`config.mk`:
```
export PLATFORM = sky130hd
export DESIGN_NAME = amc_mclk_div
export DESIGN_NICKNAME = d
export VERILOG_FILES = /design/src/rtl/amc_pkg.sv /design/src/rtl/amc_cfg_latch.sv /design/src/rtl/amc_ratio_decode.sv /design/src/rtl/amc_phase_gen.sv /design/src/rtl/amc_mclk_div.sv
export SDC_FILE = /design/constraint.sdc
export NUM_CORES = 1
export LEC_CHECK = 0
export ABC_AREA = 0
export BUFFER_PORTS_ARGS = -buffer_cell sky130_fd_sc_hd__buf_2
export CORE_AREA = 2 2 39 41
export CTS_BUF_LIST = sky130_fd_sc_hd__clkbuf_2 sky130_fd_sc_hd__clkbuf_4 sky130_fd_sc_hd__clkbuf_8
export CTS_CLUSTER_DIAMETER = 120
export DETAILED_ROUTE_END_ITERATION = 8
export DIE_AREA = 0 0 41 43
export PLACE_DENSITY_LB_ADDON = 0.05
export SYNTH_ARGS = -nofsm -noshare
export SYNTH_HDL_FRONTEND = slang
export SYNTH_HIERARCHICAL = 1
export SYNTH_SLANG_ARGS = --single-unit
```
`constraint.sdc`:
```
create_clock -name clk_i -period 3 [get_ports clk_i]
set_clock_uncertainty 0.2 [all_clocks]
set_input_delay 0.15 -clock clk_i [delete_from_list [all_inputs] [get_ports clk_i]]
set_output_delay 0.15 -clock clk_i [all_outputs]
set_load 0.02 [all_outputs]
```
`src/rtl/amc_pkg.sv`:
```
package amc_pkg;
  parameter int DIV_W = 4;

  typedef struct packed {
    logic             bypass;
    logic [DIV_W-1:0] div;
  } amc_cfg_t;
endpackage

```
`src/rtl/amc_cfg_latch.sv`:
```
module amc_cfg_latch
  import amc_pkg::*;
(
  input  logic     clk_i,
  input  logic     rst_i,
  input  logic     load_i,
  input  amc_cfg_t cfg_i,
  output amc_cfg_t cfg_o
);
  amc_cfg_t cfg_q;

  always_ff @(posedge clk_i) begin
    if (rst_i) begin
      cfg_q <= '0;
    end else if (load_i) begin
      cfg_q <= cfg_i;
    end
  end

  assign cfg_o = cfg_q;


  cfg_frozen_chk: assert property (@(posedge clk_i) disable iff (rst_i)
    !$past(load_i) |-> $stable(cfg_q));
endmodule

```
`src/rtl/amc_ratio_decode.sv`:
```
module amc_ratio_decode
  import amc_pkg::*;
(
  input  amc_cfg_t         cfg_i,
  output logic             ratio1_o,
  output logic [DIV_W-1:0] last_o
);
  always_comb begin
    ratio1_o = cfg_i.bypass || (cfg_i.div == '0);
    last_o   = cfg_i.div - 1'b1;
  end
endmodule

```
`src/rtl/amc_phase_gen.sv`:
```
module amc_phase_gen
  import amc_pkg::*;
(
  input  logic             clk_i,
  input  logic             rst_i,
  input  logic             run_i,
  input  logic             ratio1_i,
  input  logic [DIV_W-1:0] last_i,
  output logic             mclk_o,
  output logic             stb_o,
  output logic             valid_o
);
  logic [DIV_W-1:0] cnt_q;
  logic             mclk_q;
  logic             stb_q;
  logic             valid_q;

  always_ff @(posedge clk_i) begin
    if (rst_i || !run_i) begin
      cnt_q   <= '0;
      mclk_q  <= 1'b0;
      stb_q   <= 1'b0;
      valid_q <= 1'b0;
    end else if (!valid_q) begin
      valid_q <= 1'b1;
    end else if (ratio1_i) begin
      cnt_q  <= '0;
      mclk_q <= 1'b1;
      stb_q  <= 1'b1;
    end else if (cnt_q == last_i) begin
      cnt_q  <= '0;
      mclk_q <= ~mclk_q;
      stb_q  <= ~mclk_q;
    end else begin
      cnt_q <= cnt_q + 1'b1;
      stb_q <= 1'b0;
    end
  end

  assign mclk_o  = mclk_q;
  assign stb_o   = stb_q;
  assign valid_o = valid_q;


  idle_low_chk: assert property (@(posedge clk_i) disable iff (rst_i)
    !valid_q |-> (!mclk_q && !stb_q));


  valid_follow_chk: assert property (@(posedge clk_i) disable iff (rst_i)
    !run_i |=> !valid_q);


  stb_edge_chk: assert property (@(posedge clk_i) disable iff (rst_i)
    (stb_q && !mclk_q) |-> 1'b0 == 1'b1 ? 1'b0 : !stb_q);


  stb_rise_chk: assert property (@(posedge clk_i) disable iff (rst_i)
    (run_i && valid_q && !ratio1_i && $rose(stb_q)) |-> $rose(mclk_q));


  cnt_bound_chk: assert property (@(posedge clk_i) disable iff (rst_i)
    (run_i && valid_q && !ratio1_i) |-> (cnt_q <= last_i));
endmodule

```
`src/rtl/amc_mclk_div.sv`:
```
module amc_mclk_div
  import amc_pkg::*;
(
  input  logic             clk_i,
  input  logic             rst_i,
  input  logic             enable_i,
  input  logic             master_i,
  input  logic [DIV_W-1:0] div_i,
  input  logic             bypass_i,
  output logic             mclk_o,
  output logic             mclk_stb_o,
  output logic             mclk_valid_o
);
  amc_cfg_t         cfg_in;
  amc_cfg_t         cfg_cur;
  logic             ratio1;
  logic [DIV_W-1:0] last;
  logic             run;

  assign cfg_in.bypass = bypass_i;
  assign cfg_in.div    = div_i;
  assign run           = enable_i && master_i;

  amc_cfg_latch u_cfg (
    .clk_i  (clk_i),
    .rst_i  (rst_i),
    .load_i (!enable_i),
    .cfg_i  (cfg_in),
    .cfg_o  (cfg_cur)
  );

  amc_ratio_decode u_dec (
    .cfg_i    (cfg_cur),
    .ratio1_o (ratio1),
    .last_o   (last)
  );

  amc_phase_gen u_phase (
    .clk_i    (clk_i),
    .rst_i    (rst_i),
    .run_i    (run),
    .ratio1_i (ratio1),
    .last_i   (last),
    .mclk_o   (mclk_o),
    .stb_o    (mclk_stb_o),
    .valid_o  (mclk_valid_o)
  );


  slave_quiet_chk: assert property (@(posedge clk_i) disable iff (rst_i)
    !$past(master_i) |-> (!mclk_valid_o && !mclk_o && !mclk_stb_o));
endmodule

```
# Word-level counts from Yosys, hierarchy flattened
# Index checks and enable logic that the tools add are counted.
dict set report classes {
  eq_ne 1
  n_addsub 2
  muxes 7
  bitwise 1
  reduce_logical 7
}
# cell n
set op_table {}
lappend op_table {{4-bit two-way mux} 2}
lappend op_table {{1-bit two-way mux} 5}
lappend op_table {{4-bit by 1-bit adder with 4-bit output, second input constant} 1}
lappend op_table {{4-bit equality test} 1}
lappend op_table {{4-bit zero test} 1}
lappend op_table {{4-bit by 1-bit subtractor with 4-bit output, second input constant} 1}
lappend op_table {{1-bit logical OR} 2}
lappend op_table {{2-bit AND reduction} 1}
lappend op_table {{2-bit nonzero test} 1}
lappend op_table {{1-bit logical AND} 1}
lappend op_table {{1-bit zero test} 1}
lappend op_table {{1-bit inverter} 1}
dict set report totals {
  wordCells 24
  ff_bits 12
  out_inout_bits 3
  input_bits 9
}

# Longest topological paths before layout
dict set report depth {
  word_depth 4
  ltp_mapped 7
  ltp_nobuf 7
}

# Modules after synthesis
# The synthesis kept the hierarchy.
# module seq_area_each_um2 area_per_inst_um2 instances cells_each
set by_module_without_submodules {}
lappend by_module_without_submodules {amc_phase_gen 140.1 327.8 1 33}
lappend by_module_without_submodules {amc_cfg_latch 100.1 180.2 1 16}
lappend by_module_without_submodules {amc_ratio_decode 0.0 62.6 1 9}
lappend by_module_without_submodules {amc_mclk_div 0.0 10.0 1 2}

# Worst setup path after synthesis
# Ideal clock, no wire load.
dict set report synth_timing {
  path_kind {reg-to-reg}
  startpoint {reg u_cfg.cfg_q (netlist bit u_cfg/cfg_o[0])}
  endpoint {reg u_phase.cnt_q[1]}
  arrival_time_ps 1486
  path_slack_ps 1191
  path_buffers 0
  required_time_ps 2677
  setup_ps 123
  stages_incl_launch_ff 8
  period_less_slack_ps 1809
  path_cell_list {dfxtp_1 > inv_1 > ha_1 > xor2_1 > xor2_1 > nor4_2 > o21a_2 > nor3_1}
}
dict set report synth_via {
  elab_chain_len 4
  elab_cells_between_ends 6
  classes_between {add/sub: 1; eq/ne: 1; mux: 2; reduce/logical: 2}
}
# item line
set synth_rtl {}
lappend synth_rtl {{start, declared} amc_cfg_latch.sv:10} ;# amc_cfg_t cfg_q;
lappend synth_rtl {{start signal, assigned} amc_cfg_latch.sv:16} ;# cfg_q <= cfg_i;
lappend synth_rtl {{4-bit by 1-bit subtractor with 4-bit output} amc_ratio_decode.sv:10} ;# last_o = cfg_i.div - 1'b1;
lappend synth_rtl {{named net last[0]} amc_mclk_div.sv:17} ;# logic [DIV_W-1:0] last;
lappend synth_rtl {{4-bit equality test} amc_phase_gen.sv:30} ;# end else if (cnt_q == last_i) begin
lappend synth_rtl {{4-bit two-way mux} amc_phase_gen.sv:30}
lappend synth_rtl {{4-bit two-way mux} amc_phase_gen.sv:26} ;# end else if (ratio1_i) begin
lappend synth_rtl {{end signal, assigned} amc_phase_gen.sv:35} ;# cnt_q <= cnt_q + 1'b1;
lappend synth_rtl {{end, declared} amc_phase_gen.sv:13} ;# logic [DIV_W-1:0] cnt_q;
# The timed path passes the listed nets, and every way through them passes these cells.
# A chain may end at the register's enable or synchronous reset.

# Worst setup path in the final report
dict set report layout_timing {
  startpoint {reg u_cfg.cfg_q (netlist bit u_cfg/cfg_o[0])}
  endpoint {reg u_phase.cnt_q[3]}
}
# Same word-level chain as after synthesis.

==> run summary <==
The run finished with clean final reports. The floorplan has 14 rows. The mapped netlist covers 580.6 um2. After legalization and detailed placement, the total HPWL measured 723.5 um. TritonCTS built the clock tree.

The most frequent cell on the critical path is sky130_fd_sc_hd__xor2_1. Floorplan die width: 41 um. The floorplan step defined a core boundary enclosing 1384 um2.

Across the run, the number of max-cap violations was 0. CTS placed an instance of sky130_fd_sc_hd__clkbuf_4 at the clock tree root. Wires add up to 1.025 mm. Summing over every cut layer, the via total after detailed routing is 468. After clock tree synthesis, the clock-pin slew on the worst setup and hold paths is 0.07 ns.

Overall power consumption after layout is estimated at 0.3431 mW. The via density per instance was 4.825. 12 I/O pins were placed.

The weighted congestion at the end of routability-driven global placement came out at 0.7068. The tools report the overall die area as 1763 um2. For this design, the sink count on the clock tree is 12. For this run, the total global-route usage over all layers was measured as 17.47%. The logs give 2.96 ns for the data required time at the worst endpoint and 129 for the number of filler cells placed in the layout.

The first-pass GRT wire length is 2.028 mm. The slowest stage of the critical path is the sky130_fd_sc_hd__nor4_2 cell. After layout, the worst path uses 67.98% of the clock period. For this run, the slowest stage of the critical path takes 0.45 ns.

The number of remaining DRC errors was 0; the number of global-route vias before repair was 479. Once detail routing completed, the nets flagged for antenna violations numbered 0. For this run the aggregate overflow at the end of global routing stands at 0.

Number of buffers added on ports: 11. The worst setup path is of the register to register kind. STA classifies the critical path startpoint as a register. The number of nets in the synthesized netlist is 71. After routing, the total negative slack on setup checks comes to 0 ns. In this run the static leakage power is 0.3505 nW. The register bit total from synthesis came out at 12. In this run, CTS created clock tree buffers numbering 3.

The slew of the pin with the lowest slew margin is 0.4568 ns. For the final-report hold violation count, the log shows 0. For this run, the register share of the synthesized area comes to 41.38%. The path category of the worst min-delay check was primary input to register.

Highest clock frequency the design can meet: 490.3 MHz. The chip height is 43 um, and the max-slew headroom at the worst pin is 69.29%. The number of endpoints failing setup at the final stage came out at 0. The number of gates resized after CTS was 0. For the critical path arrival, the log shows 2.00 ns. Power per unit of standard cell area: 457.1 nW/um2. Dividing the synthesized area by the synthesized cell count gives 9.676 um2. The wire length per cell is 10.57 um.

The clock period could shrink to 2.039 ns. The logs give 0.2538 mV for the maximum vdd drop and 1 for the H-tree depth. The first detailed-routing pass ran for 3 iterations. Setup repair after global routing left no endpoint under its margin. Yosys printed 6 warnings.

For the worst-skew pair, the clock arrives at the later sink with an insertion delay of 0.27 ns. Entering global routing, the biggest net connects 9 pins. For this configuration, the core starts out at a cell density of 41.95%. The cell count after synthesis came out at 60.

The final antenna diode count came out at 0. The number of hold buffers added after CTS was 7. The final net count was 93; the growth of design area from synthesis to finish was 29.31%.

The number of max-slew violations in the final report was 0; the ratio of cells with drive above 1 in the final layout was 22.22%. The critical path goes through inv_1, ha_1, xor2_1, xor2_1, nor4_2, o21a_2, nor3_1. The initial antenna violation count came out at 0.

The worst setup path is captured at a register. The number of different library cells in the post-synthesis netlist is 22, and the violation count after the first detailed-route iteration is 7. The post-CTS setup buffer count is 0.

Of all nets on the critical path, the largest fanout is 4. No sink is reached through more buffers than the 2 on the longest clock path.
## stage by stage
| step | worst slack (ns) | cell area [um2] | std cells | utilization, % | hold WS [ns] |
|---|---|---|---|---|---|
| floorplan | 1.191 | 580.6 | 60 | - | 0.02238 |
| global route | 0.8548 | 750.7 | 97 | 54.25 | 0.1630 |
| detailed placement | 0.9824 | 644.4 | 86 | 46.56 | 0.1913 |
| finish | 0.9606 | 750.7 | 97 | 54.25 | 0.1322 |
| global placement | 0.9634 | 644.4 | 86 | 46.56 | 0.1816 |
| CTS | 0.9751 | 750.7 | 97 | 54.25 | 0.1218 |
## kinds of logic (layout without fill, tap and decap cells)
| kind of cell | Yosys count | after routing | synth area share (%) |
|---|---|---|---|
| simple gates | 19 | 19 | 18.97 |
| flops | 12 | 12 | 41.38 |
| xor+xnor | 8 | 8 | 12.07 |
| compound gates | 7 | 7 | 7.760 |
| mux | 6 | 6 | 10.35 |
| buf+inv | 6 | 27 | 5.173 |
| fa+ha+maj | 2 | 2 | 4.310 |
## registers in the layout, summed over array words and instances, names as in the netlist
register and count:
u_phase/cnt_q 4, u_phase/mclk_o 1, u_cfg/cfg_o 5, u_phase/valid_o 1
u_phase/stb_o 1
## worst paths after layout
check,startpoint,to,slack [ns],cells after the start
max,u_cfg/cfg_o[0]$_SDFFE_PP0P_,u_phase/cnt_q[3]$_SDFFE_PN0P_,0.96,7
min,enable_i,u_cfg/cfg_o[2]$_SDFFE_PP0P_,0.13,4
max reg2reg,u_cfg/cfg_o[0]$_SDFFE_PP0P_,u_phase/cnt_q[3]$_SDFFE_PN0P_,0.96,7
min reg2reg,u_phase/mclk_o$_SDFFE_PN0P_,u_phase/mclk_o$_SDFFE_PN0P_,0.31,1
## routing by layer
metal | global-route usage (%) | part of all wire (%) | wire, um | up-vias
met5 | 0 | 0 | 0 | -
met4 | 12.00 | 2.8 | 29 | 0
met3 | 6.283 | 4.1 | 42 | 4
met2 | 21.88 | 42 | 431 | 9
met1 | 23.93 | 51 | 521 | 214
li1 | - | - | - | 241
## cells in the mapped netlist
library cell	number	area share [%]
sky130_fd_sc_hd__nand2b_1	3	3.2
sky130_fd_sc_hd__a21oi_1	2	1.7
sky130_fd_sc_hd__buf_6	1	1.9
sky130_fd_sc_hd__xor2_1	8	12
sky130_fd_sc_hd__nor3_1	3	2.6
sky130_fd_sc_hd__ha_1	2	4.3
sky130_fd_sc_hd__nor4_2	1	2.2
sky130_fd_sc_hd__nand2_1	1	0.65
sky130_fd_sc_hd__nand4_1	1	1.1
sky130_fd_sc_hd__mux2i_1	6	10
sky130_fd_sc_hd__a21o_1	1	1.3
sky130_fd_sc_hd__dfxtp_1	12	41
sky130_fd_sc_hd__o21ai_0	1	0.86
sky130_fd_sc_hd__nor2b_1	1	1.1
sky130_fd_sc_hd__nor3_2	1	1.7
sky130_fd_sc_hd__and2_1	1	1.1
sky130_fd_sc_hd__o21a_2	1	1.5
sky130_fd_sc_hd__or3b_1	1	1.5
sky130_fd_sc_hd__nor2_1	6	3.9
sky130_fd_sc_hd__inv_1	5	3.2
sky130_fd_sc_hd__o21a_1	1	1.3
sky130_fd_sc_hd__a31oi_1	1	1.1
## power by group
part	internal (mW)	leakage [nW]	switching (mW)
registers	0.164	0.0979	0.00523
clock network	0.0738	0.0210	0.0548
logic	0.0249	0.232	0.0203
total	0.263	0.350	0.0804
## layout make-up
cell class              count  area, um2  share of cell area [%]
multi-input cells          42      310.3                   41.33
flip-flops and latches     12      240.2                   32.00
repair buffers             18      125.1                   16.67
clock buffers               4      36.28                   4.833
well taps                  16      20.02                   2.667
inverters                   5      18.77                   2.500
## worst max-delay path: cells and delay by family (launching register included)
family / cells / cell delay [ns]
xor gates and xnor gates: 2 / 0.31
buffers and inverters: 1 / 0.08
adders and majority gates: 1 / 0.24
DFF: 1 / 0.37
and+or+nand+nor: 2 / 0.50
AOI/OAI and AO/OA: 1 / 0.23
## cells in the final DEF (no fill, tap or decap), types with 2 or more instances in the layout
cell type	n
sky130_fd_sc_hd__mux2i_1	6
sky130_fd_sc_hd__dlygate4sd3_1	7
sky130_fd_sc_hd__a21oi_1	2
sky130_fd_sc_hd__inv_1	5
sky130_fd_sc_hd__nand2b_1	3
sky130_fd_sc_hd__dfxtp_1	12
sky130_fd_sc_hd__buf_2	11
sky130_fd_sc_hd__nor3_1	3
sky130_fd_sc_hd__ha_1	2
sky130_fd_sc_hd__nor2_1	6
sky130_fd_sc_hd__xor2_1	8
sky130_fd_sc_hd__clkbuf_4	3
Note: power is estimated with default switching activity, not from simulation.
